[src/rtl/lcdt_pkg.sv]
package lcdt_pkg;

    typedef enum logic [1:0] {
        SEG_SYNC   = 2'd0,
        SEG_BACK   = 2'd1,
        SEG_ACTIVE = 2'd2,
        SEG_FRONT  = 2'd3
    } seg_e;

    typedef struct packed {
        logic sync;
        logic active;
        logic wrap;
    } seg_stat_t;

    function automatic seg_e seg_next(seg_e cur);
        case (cur)
            SEG_SYNC:   return SEG_BACK;
            SEG_BACK:   return SEG_ACTIVE;
            SEG_ACTIVE: return SEG_FRONT;
            default:    return SEG_SYNC;
        endcase
    endfunction

endpackage

[src/rtl/lcdt_dotclk.sv]
module lcdt_dotclk #(
    parameter int DIV_W = 8
) (
    input  logic             clk,
    input  logic             rst,
    input  logic [DIV_W-1:0] div_val,
    input  logic             bypass,
    input  logic             rise_sel,
    output logic             dclk_q,
    output logic             launch
);
    logic [DIV_W-1:0] cnt;
    logic             term;

    // terminal count ends each half period of the divided clock
    assign term   = !bypass && (cnt >= div_val);
    // strobe in the cycle whose closing edge produces the chosen transition
    assign launch = bypass || (term && (dclk_q != rise_sel));

    always_ff @(posedge clk) begin
        if (rst) begin
            cnt    <= '0;
            dclk_q <= 1'b0;
        end else if (bypass) begin
            cnt    <= '0;
            dclk_q <= 1'b0;
        end else if (term) begin
            cnt    <= '0;
            dclk_q <= ~dclk_q;
        end else begin
            cnt    <= cnt + 1'b1;
        end
    end
endmodule

[src/rtl/lcdt_segctr.sv]
module lcdt_segctr
    import lcdt_pkg::*;
#(
    parameter int CNT_W = 10
) (
    input  logic                  clk,
    input  logic                  rst,
    input  logic                  adv,
    input  logic [3:0][CNT_W-1:0] seg_len,
    output seg_stat_t             stat
);
    localparam int XW = CNT_W + 1;

    seg_e             ph;
    logic [CNT_W-1:0] cnt;
    logic [XW-1:0]    len_x;
    logic [XW-1:0]    pos_x;
    logic             last;

    // a zero length ends the segment after one unit, same as a length of 1
    assign len_x = {1'b0, seg_len[ph]};
    assign pos_x = {1'b0, cnt} + XW'(1);
    assign last  = (pos_x >= len_x);

    always_ff @(posedge clk) begin
        if (rst) begin
            ph  <= SEG_SYNC;
            cnt <= '0;
        end else if (adv) begin
            if (last) begin
                cnt <= '0;
                ph  <= seg_next(ph);
            end else begin
                cnt <= cnt + 1'b1;
            end
        end
    end

    always_comb begin
        stat.sync   = (ph == SEG_SYNC);
        stat.active = (ph == SEG_ACTIVE);
        stat.wrap   = adv && last && (ph == SEG_FRONT);
    end
endmodule

[src/rtl/lcdt_acbias.sv]
module lcdt_acbias #(
    parameter int MVAL_W = 8
) (
    input  logic              clk,
    input  logic              rst,
    input  logic              line_start,
    input  logic              frame_start,
    input  logic              line_mode,
    input  logic [MVAL_W-1:0] mod_pulses,
    output logic              ac_mod
);
    localparam int PW = MVAL_W + 1;

    logic [PW-1:0] pulses;
    logic [PW-1:0] base;
    logic [PW-1:0] nxt;
    logic [PW-1:0] limit;

    // pulse that opens a frame is number 1 of that frame
    assign base  = frame_start ? '0 : pulses;
    assign nxt   = base + PW'(1);
    assign limit = {1'b0, mod_pulses} + PW'(1);

    always_ff @(posedge clk) begin
        if (rst) begin
            pulses <= PW'(1);
            ac_mod <= 1'b0;
        end else if (line_start) begin
            if (line_mode) begin
                if (nxt >= limit) begin
                    ac_mod <= ~ac_mod;
                    pulses <= '0;
                end else begin
                    pulses <= nxt;
                end
            end else begin
                pulses <= nxt;
                if (frame_start) begin
                    ac_mod <= ~ac_mod;
                end
            end
        end
    end
endmodule

[src/rtl/lcd_timing_gen.sv]
module lcd_timing_gen
    import lcdt_pkg::*;
#(
    parameter int DIV_W  = 8,
    parameter int CNT_W  = 10,
    parameter int MVAL_W = 8
) (
    input  logic              clk,
    input  logic              rst,
    input  logic [DIV_W-1:0]  div_val,
    input  logic              div_bypass,
    input  logic              rise_sel,
    input  logic              mod_line_mode,
    input  logic [MVAL_W-1:0] mod_pulses,
    input  logic [CNT_W-1:0]  hs_width,
    input  logic [CNT_W-1:0]  hbp_width,
    input  logic [CNT_W-1:0]  hact_width,
    input  logic [CNT_W-1:0]  hfp_width,
    input  logic [CNT_W-1:0]  vs_width,
    input  logic [CNT_W-1:0]  vbp_width,
    input  logic [CNT_W-1:0]  vact_width,
    input  logic [CNT_W-1:0]  vfp_width,
    output logic              dot_clk,
    output logic              data_launch,
    output logic              hsync,
    output logic              vsync,
    output logic              den,
    output logic              ac_mod
);
    logic                  dclk_q;
    seg_stat_t             hstat;
    seg_stat_t             vstat;
    logic [3:0][CNT_W-1:0] hlen;
    logic [3:0][CNT_W-1:0] vlen;
    logic                  frame_start;

    // index order follows the segment encoding: sync, back, active, front
    assign hlen = {hfp_width, hact_width, hbp_width, hs_width};
    assign vlen = {vfp_width, vact_width, vbp_width, vs_width};

    lcdt_dotclk #(.DIV_W(DIV_W)) u_dot (
        .clk      (clk),
        .rst      (rst),
        .div_val  (div_val),
        .bypass   (div_bypass),
        .rise_sel (rise_sel),
        .dclk_q   (dclk_q),
        .launch   (data_launch)
    );

    lcdt_segctr #(.CNT_W(CNT_W)) u_hctr (
        .clk     (clk),
        .rst     (rst),
        .adv     (data_launch),
        .seg_len (hlen),
        .stat    (hstat)
    );

    lcdt_segctr #(.CNT_W(CNT_W)) u_vctr (
        .clk     (clk),
        .rst     (rst),
        .adv     (hstat.wrap),
        .seg_len (vlen),
        .stat    (vstat)
    );

    assign frame_start = hstat.wrap && vstat.wrap;

    lcdt_acbias #(.MVAL_W(MVAL_W)) u_bias (
        .clk         (clk),
        .rst         (rst),
        .line_start  (hstat.wrap),
        .frame_start (frame_start),
        .line_mode   (mod_line_mode),
        .mod_pulses  (mod_pulses),
        .ac_mod      (ac_mod)
    );

    assign dot_clk = div_bypass ? clk : dclk_q;
    assign hsync   = hstat.sync;
    assign vsync   = vstat.sync;
    assign den     = hstat.active && vstat.active;
endmodule

[config.mk]
export PLATFORM = sky130hd
export DESIGN_NAME = lcd_timing_gen
export DESIGN_NICKNAME = d
export VERILOG_FILES = /design/src/rtl/lcdt_pkg.sv /design/src/rtl/lcdt_dotclk.sv /design/src/rtl/lcdt_segctr.sv /design/src/rtl/lcdt_acbias.sv /design/src/rtl/lcd_timing_gen.sv
export SDC_FILE = /design/constraint.sdc
export NUM_CORES = 1
export LEC_CHECK = 0
export BUFFER_PORTS_ARGS = -buffer_cell sky130_fd_sc_hd__buf_4
export CAP_MARGIN = 20
export CORE_MARGIN = 8
export CORE_UTILIZATION = 51
export DETAILED_ROUTE_END_ITERATION = 10
export GPL_TIMING_DRIVEN = 0
export MAX_ROUTING_LAYER = met4
export PLACE_DENSITY = 0.78
export SETUP_SLACK_MARGIN = 0.1
export SLEW_MARGIN = 15
export SYNTH_ARGS = -nofsm -noshare
export SYNTH_HDL_FRONTEND = slang
export SYNTH_HIERARCHICAL = 1
export SYNTH_SLANG_ARGS = --single-unit
[constraint.sdc]
create_clock -name clk -period 8.1 [get_ports clk]
set_input_delay 2.025 -clock clk [delete_from_list [all_inputs] [get_ports clk]]
set_output_delay 2.025 -clock clk [all_outputs]
set_load 0.02 [all_outputs]
# Word level (Yosys, flattened, before mapping)
# Cells that the tools add are included.
dict set report word_totals {
  inputBits 101
  out_inout_bits 6
  word_cells 64
  regBits 43
}
dict set report op_classes {
  mux 15
  n_reduce_logical 18
  eq_ne 8
  order_cmp 6
  n_bitwise 2
  n_addsub 7
}
# op n
set op_table {}
lappend op_table {{binary-select mux 10 bit (select 2 bit)} 2}
lappend op_table {{two-way mux 10 bit} 4}
lappend op_table {{two-way mux 9 bit} 3}
lappend op_table {{adder 10 x 1 -> 11 bit (second input constant)} 2}
lappend op_table {{>= comparator 11 x 10 -> 1 bit} 2}
lappend op_table {{adder 10 x 1 -> 10 bit (second input constant)} 2}
lappend op_table {{case mux 2 bit (3 select lines)} 2}
lappend op_table {{adder 8 x 1 -> 9 bit (second input constant)} 1}
lappend op_table {{adder 9 x 1 -> 9 bit (second input constant)} 1}
lappend op_table {{>= comparator 9 bit} 1}
lappend op_table {{adder 8 x 1 -> 8 bit (second input constant)} 1}
lappend op_table {{equality test 2 bit (second input constant)} 4}
lappend op_table {{>= comparator 8 bit} 1}
lappend op_table {{logical AND 1 bit} 8}
lappend op_table {{< comparator 2 x 3 -> 1 bit (second input constant)} 2}
lappend op_table {{equality test 2 x 1 -> 1 bit (second input constant)} 2}
lappend op_table {{logical NOT 2 bit} 2}
lappend op_table {{two-way mux 1 bit} 4}
lappend op_table {{AND reduction 2 bit} 2}
lappend op_table {{AND reduction 3 bit} 1}
lappend op_table {{OR reduction 3 bit} 1}
lappend op_table {{!= test 2 x 1 -> 1 bit (second input constant)} 1}
lappend op_table {{inverter 1 bit} 2}
lappend op_table {{nonzero test 2 bit} 1}
lappend op_table {{other kinds (4)} 4}

# Depth between registers and ports, before layout
dict set report logic_depth {
  depth_word 14
  ltp_mapped 30
  depth_no_buf 27
}

# Cells and area by module
# Netlist, hierarchy kept.
# module cells_each seq_area_each_um2 area_each_um2 n_inst
set modules_own_cells {}
lappend modules_own_cells {{lcdt_segctr (u_hctr)} 136 240.2 1253.7 1}
lappend modules_own_cells {{lcdt_segctr (u_vctr)} 134 240.2 1174.9 1}
lappend modules_own_cells {lcdt_acbias 110 200.2 913.4 1}
lappend modules_own_cells {lcdt_dotclk 69 180.2 641.9 1}
lappend modules_own_cells {lcd_timing_gen 3 0.0 27.5 1}

==> results.cfg <==
[logic_synthesis]
ys_ff_latch = 43
yosys_warnings = 6
syn_inst = 452
syn-cell-area_mm2 = 0.00401
async_flop_share = 0
synth_nets = 601
synth_cell_types = 67
postSynthAreaPerCell_um2 = 8.87
seq_area_frac_synth = 0.215
synth_edf_count = 0
synthFlopType = dfxtp_1

[grt]
first_global_vias = 3821
grt_overflow = 0
grt_pass1_wl_um = 17100
grt_max_degree = 16
gr-usage-all-layers = 0.188
grt_antenna_before_repair = 0

[clock_network]
clock_latency_ps = 400
cts.clk_slew.worst_paths_ps = 80
post_cts_resized = 0
cts_tree = built
postCtsSetupRepairBufs = 0
cts_hold_buf = 0

[sta]
fin_tns_setup_ps = 0
worst_pin_slew_ps = 718
rsz0062_at_grt = false
relSlewSlack = 0.520
final_hold_viol_count = 0
skew_ps = 5.37
period_needed_ps = 7480
setup_viol = 0
fmax_ghz = 0.134
slew_viol_final = 0
period_share = 0.923

[power]
total_power_mw = 0.494
irDropWorstVdd_v = 0.0000554
leakagePower_nw = 2.22
power_density_mw_per_mm2 = 97.5

[worst_setup_path]
ff2ff_path_depth = 28
end_kind = flop
critPathKind = input port to flop
cp_common_cell = ha_1
path_max_fanout = 10
cp.required_ps = 8400
cp-start-kind = input port
critical_path.slowest_cell = a2111oi_4
crit_path_max_incr_delay_ps = 440
arrival_ps = 7780

[route]
firstDrtPassIters = 5
wirelength_um = 9970
ant_nets = 0
drtIter0Drc = 172
drcViolationCount = 0
routedWlPerCell_um = 14.9
dr_total_vias = 3788
vias_per_cell = 5.65

[floorplan]
die_area_mm2 = 0.0110
start_util = 0.522
fp.dieW_um = 105
die_h_um = 105
io_pins = 107
rows = 32
core_area_mm2 = 0.00769

[placement]
numPlacedInstances = 660
hpwl_um = 8090
port_buffers = 106
place_congestion = 0.865

[outcome]
status = complete, no violations

[layout]
antenna_cells = 0
fin_nets = 717
finalNonFillerCells = 670
drive_gt1_frac = 0.287
areaGrowthSynthToFinish_pct = 26.3

[worst_hold_path]
hold_depth = 1
hold_path_class = flop to flop

[run]
maxCapViolCount = 0
==> sequential cells by signal, indices dropped and copies added, names as in the netlist <==
| signal | flops |
|---|---|
| u_bias/ac_mod | 1 |
| u_bias/pulses | 9 |
| u_dot/cnt | 8 |
| u_dot/dclk_q | 1 |
| u_hctr/cnt | 10 |
| u_hctr/ph | 2 |
| u_vctr/cnt | 10 |
| u_vctr/ph | 2 |
==> area by class of cell <==
class                   instances  area [um2]
flip-flops and latches         43         861
plain buffers                  16        96.3
multi-input cells             350        2900
well taps                     102         128
repair buffers                105         788
inverters                      43         161
clock inverters                 1        5.00
clock buffers                  10         131
fillers                       649        2620
==> cell usage in the layout (no fill, tap or decap), types with 3 or more instances in the layout <==
cell,count
nand3b_1,3
o21ai_2,3
xnor2_1,20
xor2_1,16
clkbuf_8,9
nor2b_1,5
nor2_1,28
nor3_1,4
nand2_1,41
buf_1,3
a31oi_1,5
and3_1,5
o22ai_1,4
nand4_1,11
nand3_1,28
buf_4,107
o21ai_0,9
o41ai_1,4
inv_1,42
o32ai_1,3
clkbuf_1,8
dfxtp_1,43
nand2b_1,11
ha_1,48
a21oi_1,25
and2_1,4
a21o_1,4
mux4_2,20
==> metrics by stage <==
stage,hold slack (ps),area (um2),util,setup slack (ps)
final,469,5070,0.659,624
after global routing,488,5070,0.659,137
after CTS,473,5060,0.659,514
after detailed placement,454,4930,0.642,91.2
after global placement,443,4930,0.642,229
after floorplan,426,4010,-,1120
==> where the power goes <==
part	internal [mW]	switching, mW	leakage, nW
Sequential	0.213	0.00192	0.347
Clock	0.105	0.0852	0.0819
Combinational	0.0541	0.0347	1.79
==> path summary, 6_finish.rpt <==
check,from,end,slack [ps]
setup / recovery,div_val[0],u_bias/pulses[7]$_SDFFE_PP0P_,620
hold / removal,u_dot/cnt[0]$_SDFF_PP0_,u_dot/cnt[0]$_SDFF_PP0_,470
setup reg to reg,u_hctr/cnt[0]$_SDFFE_PP0P_,u_bias/pulses[7]$_SDFFE_PP0P_,1410
hold reg to reg,u_dot/cnt[0]$_SDFF_PP0_,u_dot/cnt[0]$_SDFF_PP0_,470
==> critical path: cells and delay by family <==
family / cells / cell delay [ps]
simple gates: 11 / 1840
compound gates: 7 / 2050
fa+ha+maj: 3 / 860
buf+inv: 4 / 820
xor+xnor: 1 / 180
==> layer usage <==
metal | track usage | routed length (um) | vias to the layer above
li1 | - | - | 1873
met1 | 0.230 | 4620 | 1761
met2 | 0.296 | 4660 | 141
met3 | 0.0436 | 541 | 13
met4 | 0.0703 | 150 | 0
met5 | - | 0 | -
==> kinds of logic after synthesis <==
family                   count (synthesis)  share of synthesized area
AND/OR/NAND/NOR                        159                      0.208
multiplexers                            25                      0.127
AO/OA/AOI/OAI                           82                      0.158
flip-flops                              43                      0.215
adder cells (fa/ha/maj)                 48                      0.150
buffers and inverters                   59                     0.0643
XOR/XNOR                                36                     0.0786
==> synth_stat cells (6+ instances only) <==
cell type | n | area [um2]
a21oi_1 | 25 | 125
clkbuf_1 | 8 | 30.0
dfxtp_1 | 43 | 861
ha_1 | 48 | 601
inv_1 | 42 | 158
mux4_2 | 20 | 450
nand2_1 | 41 | 154
nand2b_1 | 11 | 68.8
nand3_1 | 28 | 140
nand4_1 | 11 | 68.8
nor2_1 | 28 | 105
nor2b_1 | 6 | 37.5
o21ai_0 | 9 | 45.0
xnor2_1 | 20 | 175
xor2_1 | 16 | 140
Note: power is estimated with default switching activity, not from simulation.
